<file path="src/rtl/uhb_pkg.sv">
package uhb_pkg;
  typedef enum logic [2:0] {
    ST_IDLE,
    ST_POP,
    ST_PUSH,
    ST_READ,
    ST_WAIT
  } uhb_state_e;

  localparam logic [2:0] OFS_DATA   = 3'd0;
  localparam logic [2:0] OFS_STATUS = 3'd5;
endpackage

</file>
<file path="src/rtl/uhb_sync.sv">
module uhb_sync #(
  parameter int W      = 3,
  parameter int STAGES = 2
) (
  input  logic         clk,
  input  logic         rst_n,
  input  logic [W-1:0] d,
  output logic [W-1:0] q
);
  logic [W-1:0] chain [STAGES];

  generate
    for (genvar s = 0; s < STAGES; s++) begin : g_stage
      always_ff @(posedge clk or negedge rst_n) begin
        if (!rst_n) chain[s] <= '1;
        else if (s == 0) chain[s] <= d;
        else chain[s] <= chain[(s == 0) ? 0 : s-1];
      end
    end
  endgenerate

  assign q = chain[STAGES-1];
endmodule

</file>
<file path="src/rtl/uhb_chan_mux.sv">
module uhb_chan_mux #(
  parameter int DW  = 8,
  parameter int NCH = 2
) (
  input  logic                        clk,
  input  logic                        rst_n,
  input  logic [$clog2(NCH)-1:0]      sel,
  input  logic                        pop_req,
  input  logic                        push_req,
  input  logic [NCH-1:0]              rx_valid,
  input  logic [NCH*DW-1:0]           rx_data,
  input  logic [NCH-1:0]              tx_ready,
  input  logic [NCH*DW-1:0]           status,
  output logic [NCH-1:0]              rx_ready,
  output logic [NCH-1:0]              tx_valid,
  output logic                        sel_rx_valid,
  output logic [DW-1:0]               sel_rx_data,
  output logic                        sel_tx_ready,
  output logic [DW-1:0]               sel_status
);
  generate
    for (genvar c = 0; c < NCH; c++) begin : g_ch
      assign rx_ready[c] = pop_req  && (sel == c);
      assign tx_valid[c] = push_req && (sel == c);
    end
  endgenerate

  assign sel_rx_valid = rx_valid[sel];
  assign sel_tx_ready = tx_ready[sel];
  assign sel_rx_data  = rx_data[sel*DW +: DW];
  assign sel_status   = status[sel*DW +: DW];

  AST_ONE_CHANNEL: assert property (@(posedge clk) disable iff (!rst_n)
    $onehot0({rx_ready, tx_valid})) else $error("two channel strobes");
endmodule

</file>
<file path="src/rtl/dual_uart_hostbus.sv">
module dual_uart_hostbus #(
  parameter int DW          = 8,
  parameter int AW          = 3,
  parameter int SYNC_STAGES = 2
) (
  input  logic          clk,
  input  logic          rst_n,
  input  logic          bus_cs_n,
  input  logic          bus_rd_n,
  input  logic          bus_wr_n,
  input  logic          bus_chan,
  input  logic [AW-1:0] bus_addr,
  input  logic [DW-1:0] bus_din,
  output logic [DW-1:0] bus_dout,
  output logic          bus_doe,
  input  logic [1:0]    rx_valid,
  input  logic [2*DW-1:0] rx_data,
  output logic [1:0]    rx_ready,
  output logic [1:0]    tx_valid,
  output logic [DW-1:0] tx_data,
  input  logic [1:0]    tx_ready,
  input  logic [2*DW-1:0] line_status
);
  import uhb_pkg::*;

  localparam int NCH = 2;

  logic [2:0]    strb_s;
  logic          cs_s, rd_s, wr_s;
  logic          access, released;
  uhb_state_e    state;
  logic          ch_q;
  logic [AW-1:0] ofs_q;
  logic [DW-1:0] wdata_q, dout_q;
  logic          doe_q;
  logic          pop_req, push_req;
  logic          sel_rx_valid, sel_tx_ready;
  logic [DW-1:0] sel_rx_data, sel_status;

  uhb_sync #(.W(3), .STAGES(SYNC_STAGES)) u_sync (
    .clk(clk), .rst_n(rst_n),
    .d({bus_cs_n, bus_rd_n, bus_wr_n}), .q(strb_s)
  );
  assign {cs_s, rd_s, wr_s} = strb_s;

  assign access   = !cs_s && (!rd_s || !wr_s);
  assign released = cs_s || (rd_s && wr_s);

  assign pop_req  = (state == ST_POP);
  assign push_req = (state == ST_PUSH);

  uhb_chan_mux #(.DW(DW), .NCH(NCH)) u_mux (
    .clk(clk), .rst_n(rst_n),
    .sel(ch_q), .pop_req(pop_req), .push_req(push_req),
    .rx_valid(rx_valid), .rx_data(rx_data), .tx_ready(tx_ready),
    .status(line_status),
    .rx_ready(rx_ready), .tx_valid(tx_valid),
    .sel_rx_valid(sel_rx_valid), .sel_rx_data(sel_rx_data),
    .sel_tx_ready(sel_tx_ready), .sel_status(sel_status)
  );

  always_ff @(posedge clk or negedge rst_n) begin
    if (!rst_n) begin
      state   <= ST_IDLE;
      ch_q    <= 1'b0;
      ofs_q   <= '0;
      wdata_q <= '0;
      dout_q  <= '0;
      doe_q   <= 1'b0;
    end else begin
      case (state)
        ST_IDLE: if (access) begin
          ch_q    <= ~bus_chan;
          ofs_q   <= bus_addr[AW-1:0];
          wdata_q <= bus_din;
          if (!rd_s) state <= (bus_addr == OFS_DATA) ? ST_POP : ST_READ;
          else       state <= (bus_addr == OFS_DATA) ? ST_PUSH : ST_WAIT;
        end
        ST_POP: begin
          dout_q <= sel_rx_valid ? sel_rx_data : '0;
          doe_q  <= 1'b1;
          state  <= ST_WAIT;
        end
        ST_READ: begin
          dout_q <= (ofs_q == OFS_STATUS) ? sel_status : '0;
          doe_q  <= 1'b1;
          state  <= ST_WAIT;
        end
        ST_PUSH: if (sel_tx_ready) state <= ST_WAIT;
        ST_WAIT: if (released) begin
          doe_q <= 1'b0;
          state <= ST_IDLE;
        end
        default: state <= ST_IDLE;
      endcase
    end
  end

  assign bus_dout = dout_q;
  assign bus_doe  = doe_q;
  assign tx_data  = wdata_q;

  AST_QUIET_WITHOUT_CS: assert property (@(posedge clk) disable iff (!rst_n)
    (cs_s && state == ST_IDLE) |=> (rx_ready == '0 && tx_valid == '0))
    else $error("access without chip select");
  AST_PUSH_HELD: assert property (@(posedge clk) disable iff (!rst_n)
    ((|tx_valid) && !(|(tx_valid & tx_ready))) |=> ((tx_valid == $past(tx_valid)) && $stable(tx_data)))
    else $error("push dropped while stalled");
  AST_NO_DRIVE_ON_WRITE: assert property (@(posedge clk) disable iff (!rst_n)
    (|tx_valid) |-> !bus_doe) else $error("bus driven during write");
  AST_SINGLE_POP: assert property (@(posedge clk) disable iff (!rst_n)
    (|rx_ready) |=> (rx_ready == '0)) else $error("repeated pop");
  AST_SINGLE_PUSH: assert property (@(posedge clk) disable iff (!rst_n)
    (|(tx_valid & tx_ready)) |=> (tx_valid == '0)) else $error("repeated push");
endmodule

</file>
<file path="config.mk">
export PLATFORM = sky130hd
export DESIGN_NAME = dual_uart_hostbus
export DESIGN_NICKNAME = d
export VERILOG_FILES = /design/src/rtl/uhb_pkg.sv /design/src/rtl/uhb_sync.sv /design/src/rtl/uhb_chan_mux.sv /design/src/rtl/dual_uart_hostbus.sv
export SDC_FILE = /design/constraint.sdc
export NUM_CORES = 1
export LEC_CHECK = 0
export BUFFER_PORTS_ARGS = -buffer_cell sky130_fd_sc_hd__buf_2
export CAP_MARGIN = 10
export CORE_UTILIZATION = 44
export CTS_CLUSTER_SIZE = 12
export DETAILED_ROUTE_END_ITERATION = 7
export PLACE_DENSITY_LB_ADDON = 0.08
export SYNTH_ARGS = -nofsm -noshare
export SYNTH_HDL_FRONTEND = slang
export SYNTH_SLANG_ARGS = --single-unit
</file>
<file path="constraint.sdc">
create_clock -name clk -period 1.7 [get_ports clk]
set_input_delay 0.17 -clock clk [delete_from_list [all_inputs] [get_ports clk]]
set_output_delay 0.17 -clock clk [all_outputs]
set_load 0.01 [all_outputs]
</file>
-- Yosys cells after proc, flatten, opt, wreduce, memory -nomap -nowiden
Cells that the tools add are included.
- equality and inequality tests: 8
- shifts and indexed selects: 2
- mux-type cells: 16
- bitwise logic cells: 2
- reductions and logical operators: 19
- magnitude comparators: 1
- operators by type and width (operator ; number):
    variable part select 16 x 5 -> 8 bit ; 2
    two-way mux 8 bit ; 2
    one-hot mux 8 bit (2 select lines) ; 1
    two-way mux 3 bit ; 5
    one-hot mux 3 bit (4 select lines) ; 1
    equality test 3 x 2 -> 1 bit, second input constant ; 2
    equality test 3 bit, second input constant ; 2
    logical AND 1 bit ; 6
    logical NOT 3 bit ; 2
    inequality test 2 bit, second input constant ; 3
    two-way mux 1 bit ; 5
    AND reduction 2 bit ; 2
    nonzero test 2 bit ; 2
    equality test 3 x 1 -> 1 bit, second input constant ; 1
    logical NOT 1 bit ; 3
    AND reduction 3 bit ; 1
    logical OR 1 bit ; 2
    less-than comparator 1 x 2 -> 1 bit, second input constant ; 1
    two-way mux 2 bit ; 1
    inverter 1 bit ; 2
    one-hot mux 1 bit (2 select lines) ; 1
    OR reduction 2 bit ; 1
- input bits: 53
- output and inout port bits: 21
- register bits after elaboration: 30
- word-level logic and storage cells: 56

-- Depth between registers and ports, before layout
- depth after elaboration: 5
- depth in mapped cells: 5
- mapped depth without buffers: 4

-- Cells and area by module
A second synthesis with hierarchy kept.
- cells, all modules: 122
- area total of the unflattened synthesis: 1515.2 µm²
- modules (own cells, without submodules) (module ; cells an instance ; area each (µm²) ; instances ; seq. area each (µm²)):
    dual_uart_hostbus ; 89 ; 1084.8 ; 1 ; 600.6
    uhb_chan_mux ; 24 ; 250.2 ; 1 ; 0.0
    uhb_sync ; 9 ; 180.2 ; 1 ; 157.7

-- Worst setup path after synthesis
No wires, ideal clock.
- path kind: register -> register
- start point: register state[2]
- end point: register dout_q[5], in the netlist bus_dout[5]
- data arrival time: 1.387 ns
- path buffers: 1
- clock period less this slack: 1.472 ns
- slack: 0.228 ns
- library setup time: 0.086 ns
- stages on the path, launching flop included: 5
- required time: 1.614 ns
- cell sequence: dfrtp_1 nand2b_1 or4b_1 buf_4 o221ai_2
- word-level cells in the longest chain between the ends: 2
- elaborated cells between the ends (all ways): 4
- those cells by class: eq/ne (2); mux (1); reduce/logical (1)
- RTL lines (element ; RTL line ; source):
    start, declared ; dual_uart_hostbus.sv:31 ; uhb_state_e state;
    start signal, assigned ; dual_uart_hostbus.sv:76 ; if (!rd_s) state <= (bus_addr == OFS_DATA) ? ST_POP : ST_READ;
    start signal, assigned ; dual_uart_hostbus.sv:77 ; else state <= (bus_addr == OFS_DATA) ? ST_PUSH : ST_WAIT;
    equality test 3 x 2 -> 1 bit or equality test 3 x 1 -> 1 bit (tied branches) ; dual_uart_hostbus.sv:71 ; case (state)
    one-hot mux 8 bit (2 select lines) or nonzero test 2 bit (tied branches) ; -- ;
    end signal, assigned ; dual_uart_hostbus.sv:80 ; dout_q <= sel_rx_valid ? sel_rx_data : '0;
    end signal, assigned ; dual_uart_hostbus.sv:85 ; dout_q <= (ofs_q == OFS_STATUS) ? sel_status : '0;
    end, declared ; dual_uart_hostbus.sv:34 ; logic [DW-1:0] wdata_q, dout_q;
Several ways; a longest one is shown, not always the timed one.
A chain may end at the register's enable or synchronous reset.

-- Worst setup path after layout
- start point: register state[2]
- end point: output tx_valid[0]
- word-level cells in the longest chain between the ends: 2
- RTL lines (element ; RTL line ; source):
    equality test 3 x 2 -> 1 bit ; dual_uart_hostbus.sv:50 ; assign push_req = (state == ST_PUSH);
    logical AND 1 bit ; uhb_chan_mux.sv:24 ; assign tx_valid[c] = push_req && (sel == c);
    end, declared ; dual_uart_hostbus.sv:19 ; output logic [1:0] tx_valid,
No other way between the ends.

==> impl_results.rst <==
.. list-table::
   :header-rows: 1

   * - Metric
     - Value
   * - Ports
     - 74
   * - Post-synthesis compound-gate area fraction
     - 12.2%
   * - Max cap viols
     - 0
   * - Adder-cell share of the synthesized area
     - 0.887%
   * - Post-Syn Instances
     - 107
   * - Drt via density
     - 4.94
   * - Clock buffer depth
     - 2
   * - Area occupied by multi-input gates
     - 627 µm²
   * - Total wire length after detailed routing
     - 3000 µm
   * - Met2 track demand over resource in global routing
     - 34.8%
   * - Hold path depth
     - 2
   * - Global-route congestion overflow total
     - 0
   * - GR met1 Demand/Resource
     - 19.3%
   * - Data required time at the worst endpoint
     - 1530 ps
   * - Count of warnings emitted by yosys
     - 0
   * - Minimum period implied by the final worst setup slack
     - 1590 ps
   * - Port bufs
     - 73
   * - Clock insertion delay at the later pin of the skew report
     - 320 ps
   * - Number of iterations in the first detailed-routing pass
     - 3
   * - Via count of the first global-routing pass
     - 1098
   * - Clock root buffer
     - sky130_fd_sc_hd__clkbuf_4
   * - Most utilized layer in the global route result
     - met2
   * - Number of buffers created by CTS
     - 5
   * - Normalized max-slew margin
     - 58.3%
   * - Final Hold Violating Endpoints
     - 0
   * - Setup bufs post-CTS
     - 0
   * - Die H
     - 58.6 µm
   * - Leak
     - 1.00 nW
   * - Filler cell count in the final layout
     - 266
   * - Largest voltage drop on the vdd net
     - 0.661 mV
   * - Leading post-synthesis cells by cell area
     - sky130_fd_sc_hd__dfrtp_1 (43%), sky130_fd_sc_hd__mux2i_1 (13%), sky130_fd_sc_hd__dfstp_2 (11%)
   * - Type of element capturing the critical path
     - primary output
   * - Antenna violation net count after detailed routing
     - 0
   * - Cell type with the largest total area after synthesis
     - sky130_fd_sc_hd__dfrtp_1
   * - Final weighted congestion of routability-driven global placement
     - 0.824
   * - Area growth syn-to-layout
     - 37.8%
   * - Startpoint of the most critical register-to-register path
     - state[2]
   * - Netlist cell types
     - 26
   * - Final setup slack of the worst path
     - 106 ps
   * - Pre-CTS setup slack
     - 71.8 ps
   * - Classification of the worst-slack hold path
     - in -> reg
   * - Reg2Reg Setup Slack
     - 160 ps
   * - Commonest non-fill, non-tap cells in the layout
     - sky130_fd_sc_hd__buf_2 (73), sky130_fd_sc_hd__dfrtp_1 (24), sky130_fd_sc_hd__mux2i_1 (18)
   * - Met3 routing resource usage after global routing
     - 4.62%
   * - Slowest cell delay on critical path
     - 390 ps
   * - Status
     - complete, no violations
   * - Core Box Area
     - 3050 µm²
   * - Cell area after synthesis
     - 1410 µm²
   * - TNS Setup
     - 0 ps
   * - Setup crit start kind
     - flip-flop
   * - Critical path's slowest cell
     - sky130_fd_sc_hd__dfrtp_1
   * - Pin count of the biggest net entering global routing
     - 31
   * - Fin crit share
     - 93.7%
   * - Initial core utilization
     - 46.2%
   * - Critical path start-end classification
     - reg -> out
   * - Final Instance Count excl. Fillers
     - 234
   * - Reg-to-reg endpoint
     - tx_data[1]
   * - Number of DRC violations after detailed routing
     - 0
   * - Placed cell count
     - 222
   * - Initial antenna violation count
     - 0
   * - Storage cell area
     - 758 µm²
   * - Clk_skew
     - 8.81 ps
   * - CTS H-tree lvls
     - 2
   * - Most common cell after layout, fill and taps aside
     - sky130_fd_sc_hd__buf_2
   * - Overall routing resource usage
     - 18.3%
   * - Clock transition time at the flip-flop clock pins of the worst setup and hold paths
     - 90 ps
   * - Hold Crit Start
     - bus_chan
   * - Fraction of the yosys area taken by sequential cells
     - 53.8%
   * - Dpl hpwl
     - 2260 µm
   * - Hold slack
     - 34.6 ps
   * - Power per cell area
     - 1380 nW/µm²
   * - Via count
     - 1157
   * - Max-slew violation count
     - 0
   * - Setup repair after global routing missed its margin
     - false
   * - End point of the most critical hold path
     - ch_q
   * - Chip width
     - 58.6 µm
   * - Post-synthesis sequential element count
     - 30
   * - Clk sinks
     - 30
   * - Mapped Nets
     - 161
   * - NumNets Final
     - 243
   * - Iter 0 DRT Violations
     - 43
   * - Global-route wire length before repair
     - 4570 µm
   * - Depth of the most critical reg-to-reg path
     - 4
   * - Achievable clock frequency
     - 628 MHz
   * - Worst-path maximum fanout
     - 5
   * - Syn_area_per_cell
     - 13.2 µm²
   * - Worst path arrival time
     - 1420 ps
   * - Actual transition at the worst max-transition pin
     - 625 ps
   * - Area of the die
     - 3440 µm²
   * - Clock tree from TritonCTS
     - built
   * - Portion of netlist area occupied by mux cells
     - 21.6%
   * - Final Setup Violations
     - 0
   * - Fraction of layout instances using a drive strength above 1
     - 60.0%
   * - Area share of the largest cell type after synthesis
     - 42.6%
   * - Worst-path cell chain
     - buf_4 -> nor3b_2 -> nor2b_1 -> buf_2
   * - Floorplan row count
     - 20
   * - Count of antenna diodes in the layout
     - 0
   * - Xor-xnor portion of the synthesized cell area
     - 0%
   * - Combinational family with the most area after synthesis
     - multiplexers
   * - Mean routed wirelength per cell
     - 12.8 µm
   * - Simple-gate portion of the synthesized area
     - 8.61%
==> layout make-up <==
type                       count  area share (%)
clock inverter                 1           0.258
timing repair buffer          82            22.8
clock buffer                   7            2.83
tap                           44            2.83
multi-input combinational     70            32.3
sequential                    30            39.0
==> repair_timing <==
action / CTS / global route
gates resized for setup: 1 / 3
setup endpoints to repair: 2 / 15
cloned: 0 / 0
hold buffers: 4 / 0
hold endpoints to repair: 27 / 0
==> registers in the layout, indices dropped and copies added (netlist names) <==
register / cells
ofs_q: 3
state: 3
tx_data: 8
bus_doe: 1
u_sync.q: 3
ch_q: 1
u_sync.chain: 3
bus_dout: 8
==> worst max-delay path by stage <==
stage | from | depth (start not counted) | endpoint
floorplan | state[2] | 4 | bus_dout[5]
global placement | state[2] | 3 | bus_dout[6]
global route | state[2] | 4 | tx_valid[0]
CTS | state[2] | 4 | tx_data[1]
detailed placement | state[2] | 4 | tx_data[1]
finish | state[2] | 4 | tx_valid[0]
==> stage by stage <==
stage          power, mW  utilization (%)  cell area (µm²)
6_report            2.68             63.6             1940
5_1_grt             2.87             63.6             1940
4_1_cts             2.70             63.3             1930
3_5_place_dp        2.26             59.8             1830
3_3_place_gp        2.20             59.8             1830
2_1_floorplan       1.85                -             1410
==> routing by layer <==
metal,routed length (µm),share of wire [%],vias to the layer above
met5,0,0,-
met4,31,1.0,0
met3,151,5.0,5
met2,1610,54,39
met1,1210,40,552
li1,-,-,561
==> critical path: cells and delay by family (launching register included) <==
kind,cells,cell delay (ps)
and+or+nand+nor,2,430
DFF,1,390
buffers and inverters,2,290
==> cells in the mapped netlist <==
library cell,number
sky130_fd_sc_hd__or4b_1,1
sky130_fd_sc_hd__or3_1,2
sky130_fd_sc_hd__buf_4,1
sky130_fd_sc_hd__buf_6,1
sky130_fd_sc_hd__clkbuf_1,1
sky130_fd_sc_hd__buf_2,3
sky130_fd_sc_hd__ha_1,1
sky130_fd_sc_hd__nor3b_1,2
sky130_fd_sc_hd__mux2_2,11
sky130_fd_sc_hd__nor2_1,3
sky130_fd_sc_hd__mux2i_1,18
sky130_fd_sc_hd__a21oi_1,3
sky130_fd_sc_hd__o31ai_1,1
sky130_fd_sc_hd__nand2b_1,1
sky130_fd_sc_hd__o221ai_2,8
sky130_fd_sc_hd__dfstp_2,6
sky130_fd_sc_hd__a221oi_1,1
sky130_fd_sc_hd__nand2_1,10
sky130_fd_sc_hd__and2_1,1
sky130_fd_sc_hd__dfrtp_1,24
sky130_fd_sc_hd__nor3_1,2
sky130_fd_sc_hd__o21ai_0,1
sky130_fd_sc_hd__a31oi_1,1
sky130_fd_sc_hd__a32o_1,1
sky130_fd_sc_hd__buf_1,1
sky130_fd_sc_hd__nor2b_1,2
==> power by group <==
part / internal [mW] / leakage [nW] / switching, mW
Sequential: 0.969 / 0.359 / 0.144
Clock: 0.200 / 0.0353 / 0.228
Combinational: 0.586 / 0.610 / 0.552
==> kinds of logic (layout without fill, tap and decap cells) <==
family | after synthesis | after routing
flip-flops | 30 | 30
adder cells (fa/ha/maj) | 1 | 1
multiplexers | 29 | 29
AO/OA/AOI/OAI | 16 | 16
AND/OR/NAND/NOR | 24 | 24
buffers and inverters | 7 | 90
(Power assumes the default switching activity.)
